==> config.mk <==
export PLATFORM = sky130hd
export DESIGN_NAME = pipe_stall_ctrl
export DESIGN_NICKNAME = d
export VERILOG_FILES = /design/src/rtl/pipe_ctl_pkg.sv /design/src/rtl/pipe_slot_reg.sv /design/src/rtl/pipe_port_arbiter.sv /design/src/rtl/pipe_retire_counter.sv /design/src/rtl/pipe_stall_ctrl.sv
export SDC_FILE = /design/constraint.sdc
export NUM_CORES = 1
export LEC_CHECK = 0
export ABC_AREA = 1
export BUFFER_PORTS_ARGS = -buffer_cell sky130_fd_sc_hd__buf_2
export CORE_MARGIN = 5
export CORE_UTILIZATION = 25
export DETAILED_ROUTE_END_ITERATION = 12
export HOLD_SLACK_MARGIN = 0.05
export PLACE_DENSITY_LB_ADDON = 0.15
export RECOVER_POWER = 25
export SKIP_LAST_GASP = 1
export SLEW_MARGIN = 0
export SYNTH_ARGS = -nofsm -noshare
export SYNTH_HDL_FRONTEND = slang
export SYNTH_SLANG_ARGS = --single-unit
==> constraint.sdc <==
create_clock -name clk -period 1.79 [get_ports clk]
set_input_delay 0.179 -clock clk [delete_from_list [all_inputs] [get_ports clk]]
set_output_delay 0.179 -clock clk [all_outputs]
set_load 0.02 [all_outputs]
==> src/rtl/pipe_ctl_pkg.sv <==
package pipe_ctl_pkg;

    localparam int NUM_STAGES = 5;

    typedef enum logic [2:0] {
        STG_FETCH   = 3'd0,
        STG_DECODE  = 3'd1,
        STG_OPFETCH = 3'd2,
        STG_EXEC    = 3'd3,
        STG_WRITE   = 3'd4
    } stage_e;

    typedef enum logic [1:0] {
        GNT_IDLE  = 2'b00,
        GNT_FETCH = 2'b01,
        GNT_OPER  = 2'b10
    } grant_e;

    typedef enum logic [1:0] {
        ACT_LOAD   = 2'd0,
        ACT_HOLD   = 2'd1,
        ACT_BUBBLE = 2'd2
    } slot_act_e;

    // Memory port clash between the front fetch and operand fetch
    function automatic logic port_clash(input logic fetch_busy,
                                        input logic oper_busy,
                                        input logic oper_mem);
        return fetch_busy && oper_busy && oper_mem;
    endfunction

    // What a stage does on the next edge, given its position and the stall
    function automatic slot_act_e slot_action(input int idx, input logic stall);
        if (!stall)
            return ACT_LOAD;
        if (idx < int'(STG_OPFETCH))
            return ACT_HOLD;
        if (idx == int'(STG_OPFETCH))
            return ACT_BUBBLE;
        return ACT_LOAD;
    endfunction

endpackage

==> src/rtl/pipe_slot_reg.sv <==
module pipe_slot_reg
    import pipe_ctl_pkg::*;
#(
    parameter int PAY_W = 8
) (
    input  logic             clk,
    input  logic             rst,
    input  slot_act_e        act,
    input  logic             vld_d,
    input  logic [PAY_W-1:0] pay_d,
    output logic             vld_q,
    output logic [PAY_W-1:0] pay_q
);

    always_ff @(posedge clk) begin
        if (rst) begin
            vld_q <= 1'b0;
            pay_q <= '0;
        end else begin
            case (act)
                ACT_LOAD: begin
                    vld_q <= vld_d;
                    pay_q <= pay_d;
                end
                ACT_BUBBLE: begin
                    vld_q <= 1'b0;
                    pay_q <= '0;
                end
                default: begin
                    vld_q <= vld_q;
                    pay_q <= pay_q;
                end
            endcase
        end
    end

endmodule

==> src/rtl/pipe_port_arbiter.sv <==
module pipe_port_arbiter
    import pipe_ctl_pkg::*;
(
    input  logic       clk,
    input  logic       rst,
    input  logic       fetch_valid,
    input  logic       oper_valid,
    input  logic       oper_mem,
    output logic       stall,
    output logic [1:0] grant
);

    grant_e gnt;

    always_comb begin
        stall = port_clash(fetch_valid, oper_valid, oper_mem);
        if (oper_valid && oper_mem)
            gnt = GNT_OPER;
        else if (fetch_valid)
            gnt = GNT_FETCH;
        else
            gnt = GNT_IDLE;
    end

    assign grant = gnt;

    AST_GRANT_ONEHOT: assert property (@(posedge clk) disable iff (rst)
        $onehot0(grant));

    AST_STALL_NOT_TWICE: assert property (@(posedge clk) disable iff (rst)
        stall |=> !stall);

endmodule

==> src/rtl/pipe_retire_counter.sv <==
module pipe_retire_counter #(
    parameter int CNT_W = 16
) (
    input  logic             clk,
    input  logic             rst,
    input  logic             retire,
    output logic [CNT_W-1:0] count
);

    always_ff @(posedge clk) begin
        if (rst)
            count <= '0;
        else if (retire)
            count <= count + 1'b1;
    end

    AST_RETIRE_STEP: assert property (@(posedge clk) disable iff (rst)
        retire |=> count == $past(count) + 1'b1);

    AST_RETIRE_IDLE: assert property (@(posedge clk) disable iff (rst)
        !retire |=> $stable(count));

endmodule

==> src/rtl/pipe_stall_ctrl.sv <==
module pipe_stall_ctrl
    import pipe_ctl_pkg::*;
#(
    parameter int TAG_W = 8,
    parameter int CNT_W = 16
) (
    input  logic                        clk,
    input  logic                        rst,
    input  logic                        req_valid,
    input  logic [TAG_W-1:0]            req_tag,
    input  logic                        req_mem,
    output logic                        req_ready,
    output logic [NUM_STAGES-1:0]       stage_valid,
    output logic [NUM_STAGES*TAG_W-1:0] stage_tag,
    output logic [1:0]                  mem_grant,
    output logic                        wb_en,
    output logic [TAG_W-1:0]            wb_tag,
    output logic [CNT_W-1:0]            retire_cnt
);

    localparam int FET = int'(STG_FETCH);
    localparam int DEC = int'(STG_DECODE);
    localparam int OPF = int'(STG_OPFETCH);
    localparam int EXE = int'(STG_EXEC);
    localparam int WRB = int'(STG_WRITE);

    logic [NUM_STAGES-1:0] vld_q;
    logic [TAG_W-1:0]      tag_q [NUM_STAGES];
    logic                  mem_q [OPF+1];
    slot_act_e             act   [NUM_STAGES];
    logic                  stall;

    pipe_port_arbiter u_arb (
        .clk         (clk),
        .rst         (rst),
        .fetch_valid (vld_q[FET]),
        .oper_valid  (vld_q[OPF]),
        .oper_mem    (mem_q[OPF]),
        .stall       (stall),
        .grant       (mem_grant)
    );

    always_comb begin
        for (int i = 0; i < NUM_STAGES; i++)
            act[i] = slot_action(i, stall);
    end

    for (genvar i = 0; i < NUM_STAGES; i++) begin : g_stage
        localparam bit KEEP_MEM = (i <= OPF);
        localparam int PW       = KEEP_MEM ? TAG_W + 1 : TAG_W;

        logic          vld_d;
        logic [PW-1:0] pay_d;
        logic [PW-1:0] pay_q;

        if (i == 0) begin : g_head
            assign vld_d = req_valid;
            assign pay_d = {req_mem, req_tag};
        end else if (KEEP_MEM) begin : g_mid
            assign vld_d = vld_q[i-1];
            assign pay_d = {mem_q[i-1], tag_q[i-1]};
        end else begin : g_tail
            assign vld_d = vld_q[i-1];
            assign pay_d = tag_q[i-1];
        end

        pipe_slot_reg #(.PAY_W(PW)) u_slot (
            .clk   (clk),
            .rst   (rst),
            .act   (act[i]),
            .vld_d (vld_d),
            .pay_d (pay_d),
            .vld_q (vld_q[i]),
            .pay_q (pay_q)
        );

        assign tag_q[i] = pay_q[TAG_W-1:0];
        assign stage_tag[i*TAG_W +: TAG_W] = tag_q[i];

        if (KEEP_MEM) begin : g_mem
            assign mem_q[i] = pay_q[TAG_W];
        end
    end

    pipe_retire_counter #(.CNT_W(CNT_W)) u_retire (
        .clk    (clk),
        .rst    (rst),
        .retire (vld_q[WRB]),
        .count  (retire_cnt)
    );

    assign req_ready   = !stall;
    assign stage_valid = vld_q;
    assign wb_en       = vld_q[WRB];
    assign wb_tag      = tag_q[WRB];

    AST_FRONT_HOLD: assert property (@(posedge clk) disable iff (rst)
        stall |=> $stable(vld_q[DEC:FET]) && tag_q[FET] == $past(tag_q[FET])
                  && tag_q[DEC] == $past(tag_q[DEC]));

    AST_OPF_BUBBLE: assert property (@(posedge clk) disable iff (rst)
        stall |=> !vld_q[OPF]);

    AST_EXEC_TAKES_OPF: assert property (@(posedge clk) disable iff (rst)
        stall |=> vld_q[EXE] && tag_q[EXE] == $past(tag_q[OPF]));

    AST_FLOW_NO_STALL: assert property (@(posedge clk) disable iff (rst)
        !stall |=> vld_q[OPF] == $past(vld_q[DEC]) && vld_q[FET] == $past(req_valid));

    AST_BUBBLE_NEVER_WRITES: assert property (@(posedge clk) disable iff (rst)
        stall |=> ##2 !wb_en);

    AST_IDLE_FETCH_NO_STALL: assert property (@(posedge clk) disable iff (rst)
        !vld_q[FET] |-> req_ready);

endmodule

==> Yosys cells after proc, flatten, opt, wreduce, memory -nomap -nowiden <==
Cells that the tools add are included.
{ "word_totals": {"regBits": 64, "latchBits": 0, "ramBits": 0, "romBits": 0, "input_bits": 12, "output_inout_bits": 73, "elab_cells": 35, "n_memories": 0} }
{ "classes": {"addsub": 1, "n_mul": 0, "div_mod_pow": 0, "n_lt_le_gt_ge": 0, "eq_ne": 2, "shift": 0, "mux": 13, "n_bitwise": 0, "reduce_logical": 8} }
{ "ops": {"columns": ["operator", "n"], "rows": [
  ["$pmux W9 S2", 3],
  ["$add A16 B1 Y16 const B", 1],
  ["$mux W2", 4],
  ["$pmux W1 S2", 3],
  ["$eq A2 B2 Y1 const B", 2],
  ["$logic_not A2 Y1", 2],
  ["$reduce_bool A2 Y1", 2],
  ["$logic_and A1 B1 Y1", 3],
  ["$mux W1", 3],
  ["$logic_not A1 Y1", 1]
]} }

==> Depth between registers and ports, before layout <==
{ "depth": {"word_depth": 7, "ltp_mapped": 8, "mapped_depth_nobuf": 8} }

==> By module <==
Synthesis repeated with hierarchy kept, for this count alone.
{ "hier_totals": {"cells_unflattened": 454, "area_unflattened_um2": 3070.4} }
{ "modules_own_cells": {"columns": ["mod", "n_inst", "cells_per_inst", "area_each_um2", "seq_area_each_um2"], "rows": [
  ["pipe_slot_reg at g_stage[0].u_slot ...", 3, 64, 434.2, 200.2],
  ["pipe_retire_counter", 1, 126, 847.1, 320.3],
  ["pipe_slot_reg at g_stage[3].u_slot ...", 2, 58, 396.6, 180.2],
  ["pipe_stall_ctrl", 1, 15, 105.1, 0.0],
  ["pipe_port_arbiter", 1, 5, 22.5, 0.0]
]} }

==> Worst setup path after synthesis <==
No wires, ideal clock.
{ "synth_timing": {"path_kind": "flip-flop to flip-flop", "startpoint": "register u_retire.count[0]", "endpoint": "register u_retire.count[10]", "t_arrival_ps": 1211, "required_time_ps": 1674, "path_slack_ps": 463, "stages_incl_launch_ff": 9, "n_path_buf": 0, "period_less_slack_ps": 1327, "path_cell_list": "dfxtp_1 ha_1 nand2_1 inv_1 nand2_4 nor2_4 nand2_1 nor2_2 nor2_1"} }
{ "synth_via": {"elab_chain_len": 1} }
{ "synth_rtl": {"columns": ["item", "line", "text"], "rows": [
  ["start: declaration", "pipe_retire_counter.sv:7", "output logic [CNT_W-1:0] count"],
  ["start signal: assignment", "pipe_retire_counter.sv:14", "count <= count + 1'b1;"],
  ["$add A16 B1 Y16", "pipe_retire_counter.sv:14", null]
]} }
No other way between the ends.
A chain may end at the register's enable or synchronous reset.

==> Worst setup path after layout <==
{ "layout_timing": {"startpoint": "register g_stage[2].u_slot.vld_q", "endpoint": "output port req_ready"} }
{ "layout_via": {"elab_chain_len": 3} }
{ "layout_rtl": {"columns": ["item", "line", "text"], "rows": [
  ["start: declaration", "pipe_slot_reg.sv:11", "output logic vld_q,"],
  ["start signal: assignment", "pipe_slot_reg.sv:22", "vld_q <= vld_d;"],
  ["start signal: assignment", "pipe_slot_reg.sv:30", "vld_q <= vld_q;"],
  ["$logic_and A1 B1 Y1 (2 in a row)", "pipe_ctl_pkg.sv:29", "return fetch_busy && oper_busy && oper_mem;"],
  ["$logic_not A1 Y1", "pipe_stall_ctrl.sv:92", "assign req_ready = !stall;"],
  ["end: declaration", "pipe_stall_ctrl.sv:12", "output logic req_ready,"]
]} }
No other way between the ends.

==> results.md <==
- Status: complete, no violations
- Fin cells: 518
- Final Max Tran Viols: 0
- Die Ht: 110.4 um
- R2R cell count: 8
- Tcrit/Tclk final: 82.03%
- IO Pins: 85
- Clk sinks: 64
- Final min period: 1.468 ns
- Filler cell count: 1121
- Max_slew headroom: 41.01%
- Top FF cell, synth: dfxtp_1
- GRT overflow: 0
- Clock skew: 0.01394 ns
- Core box area: 0.009819 mm^2
- DR iter-0 viols: 59
- Vias: 2013
- Worst EP arrival: 1.29 ns
- Ant. Diodes: 0
- WL/cell: 11.30 um
- Flops & latches, synth: 64
- Post-CTS resize count: 0
- Synth unique cells: 21
- Netlist Area Pre-Place: 0.002519 mm^2
- Post-Place Cells: 502
- Share of flip-flops with an asynchronous set or reset: 0%
- Cell row count: 36
- TritonCTS clock tree: yes
- Synth area leader: dfxtp_1
- Critical path peak fanout: 20
- EDFF count, synth: 0
- Most frequent cells after synthesis: dfxtp_1, nor2_1, inv_1, nand2_1, buf_4
- Total Routing Usage GR: 10.03%
- Die Area: 0.01218 mm^2
- Clk_lat worst skew: 0.34 ns
- Yosys warns: 0
- Post-synth top area share: 50.87%
- Pin count of the biggest net entering global routing: 42
- Inserted Clock Buffers: 9
- Post-Route WL: 5855 um
- Share of cells above drive strength 1: 25.97%
- Hold_buf cts: 0
- Most common cell in the netlist: dfxtp_1
- Setup crit start kind: flip-flop
- Peak VDD IR: 0.0002891 V
- Syn avg cell area: 7.846 um^2
- Clock slew at reported path FFs: 0.08 ns
- Area Overhead vs Synth: 23.30%
- Critical path launch point: g_stage[2].u_slot.vld_q$_SDFF_PP0_
- PD cells: 1035 mW/mm^2
- WHS Path Cells: 3
- Longest Clk Path Bufs: 2
- Crit. End Element: output port
- Crit path kind: reg2out
- Max-Cap Viols: 0
- Htree depth: 3
- DP HPWL: 4126 um
- Global-route wire length before repair: 9211 um
- Antenna violations before repair: 0
- Buffers on Ports: 84
- Syn nets: 334
- Slew @ Worst Pin: 0.8848 ns
- Initial Util: 25.65%
- Leak: 1.439 nW
- Post-CTS Setup Inserts: 0
- Unrepaired setup endpoints after global routing: no
- Die extent in x: 110.4 um
- Root Driver: clkbuf_8
- DRC violations left: 0
- Routed Antenna Nets: 0
- FMAX: 681.1 MHz
- Routability cong.: 0.7638
- Final Core Density: 31.63%
- FF-to-FF Start: u_retire.count[0]$_SDFFE_PP0P_
- Critical Path RT: 1.61 ns
- Sequential share of the synthesized area: 50.87%
- Worst Hold Class: in2reg
- Vias in the first global route: 1840
- Pre-Repair DR Iteration Count: 4
- Final Setup Violations: 0
- Top cells by area, synth: dfxtp_1, buf_4, nor2_1, inv_1, nand2_1
- Layout net count: 393
- Synth Instances: 321
- Via/cell ratio: 3.886
- Fin Setup TNS: 0 ns
- Hold_sp: req_tag[5]
- Final hold viol count: 0
## metal layers
metal  share of wire, %  track usage, %  wire length (um)
met1                 47           13.11              2761
met2                 45           14.51              2634
met3                6.0           2.737               349
met4                1.9           6.332               109
met5                  0               0                 0
## worst paths after layout
path	end	slack, ns
worst min register to register	g_stage[4].u_slot.pay_q[2]$_SDFF_PP0_	0.42
worst min-delay path	g_stage[0].u_slot.pay_q[5]$_SDFFE_PP0N_	0.08
worst max register to register	u_retire.count[10]$_SDFFE_PP0P_	0.51
worst max-delay path	req_ready	0.32
## critical path, cell delays in order, from the launching register on
cell and delay (ns):
dfxtp_1 0.32, nand2_1 0.06, inv_1 0.04, nand2_1 0.07, buf_4 0.24, buf_2 0.21
## cell usage in the layout, fill, tap and decap left out
| cell type | count |
|---|---|
| o21a_1 | 1 |
| nor2_1 | 52 |
| a21oi_1 | 26 |
| clkbuf_2 | 1 |
| clkbuf_1 | 13 |
| clkinvlp_4 | 1 |
| dfxtp_1 | 64 |
| nor2_2 | 1 |
| buf_2 | 71 |
| ha_1 | 1 |
| xor2_1 | 1 |
| nand3_1 | 24 |
| nor3_1 | 1 |
| nand4_1 | 2 |
| o21ai_0 | 7 |
| inv_6 | 1 |
| nor3b_1 | 1 |
| clkinv_4 | 1 |
| nand2_4 | 2 |
| a21oi_2 | 1 |
| nand2_1 | 45 |
| a211oi_1 | 1 |
| buf_4 | 4 |
| inv_1 | 46 |
| clkbuf_8 | 10 |
| bufinv_16 | 3 |
| nor2_4 | 4 |
## per-stage QoR
| step | power [mW] | area [um^2] | hold slack [ns] | setup WS (ns) |
|---|---|---|---|---|
| floorplan | 1.641 | 2519 | 0.3130 | 0.4632 |
| global placement | 1.680 | 2872 | 0.4059 | 0.5164 |
| detailed placement | 1.680 | 2872 | 0.4071 | 0.4862 |
| CTS | 3.273 | 3124 | 0.05631 | 0.2887 |
| global route | 3.348 | 3105 | 0.06084 | 0.2386 |
| finish | 3.215 | 3105 | 0.07997 | 0.3217 |
## flip-flops by register name, indices dropped and copies added, names as in the netlist
register and count:
g_stage.u_slot.vld_q 5, u_retire.count 16, g_stage.u_slot.pay_q 43
## report_power, final
group / switching [mW] / internal, mW / total (mW)
Sequential: 0.0218 / 1.46 / 1.48
Combinational: 0.110 / 0.0524 / 0.162
Clock: 0.604 / 0.971 / 1.57
## cells by family (layout without fill, tap and decap cells)
group	count (synthesis)	after routing	synth area share, %
compound gates	36	36	7.501
xor+xnor	1	1	0.3478
fa+ha+maj	1	1	0.4967
buf+inv	87	151	17.64
flops	64	64	50.87
simple gates	132	132	23.15
## cell type report
type,count,area [um^2],area share [%]
Inverter,46,172.7,5.560
Clock inverter,6,115.1,3.707
Timing Repair Buffer,89,439.2,14.14
Tap cell,133,166.4,5.359
Sequential cell,64,1281,41.26
Clock buffer,10,137.6,4.432
Multi-Input combinational cell,170,793.3,25.54
Note: power is estimated with default switching activity, not from simulation.
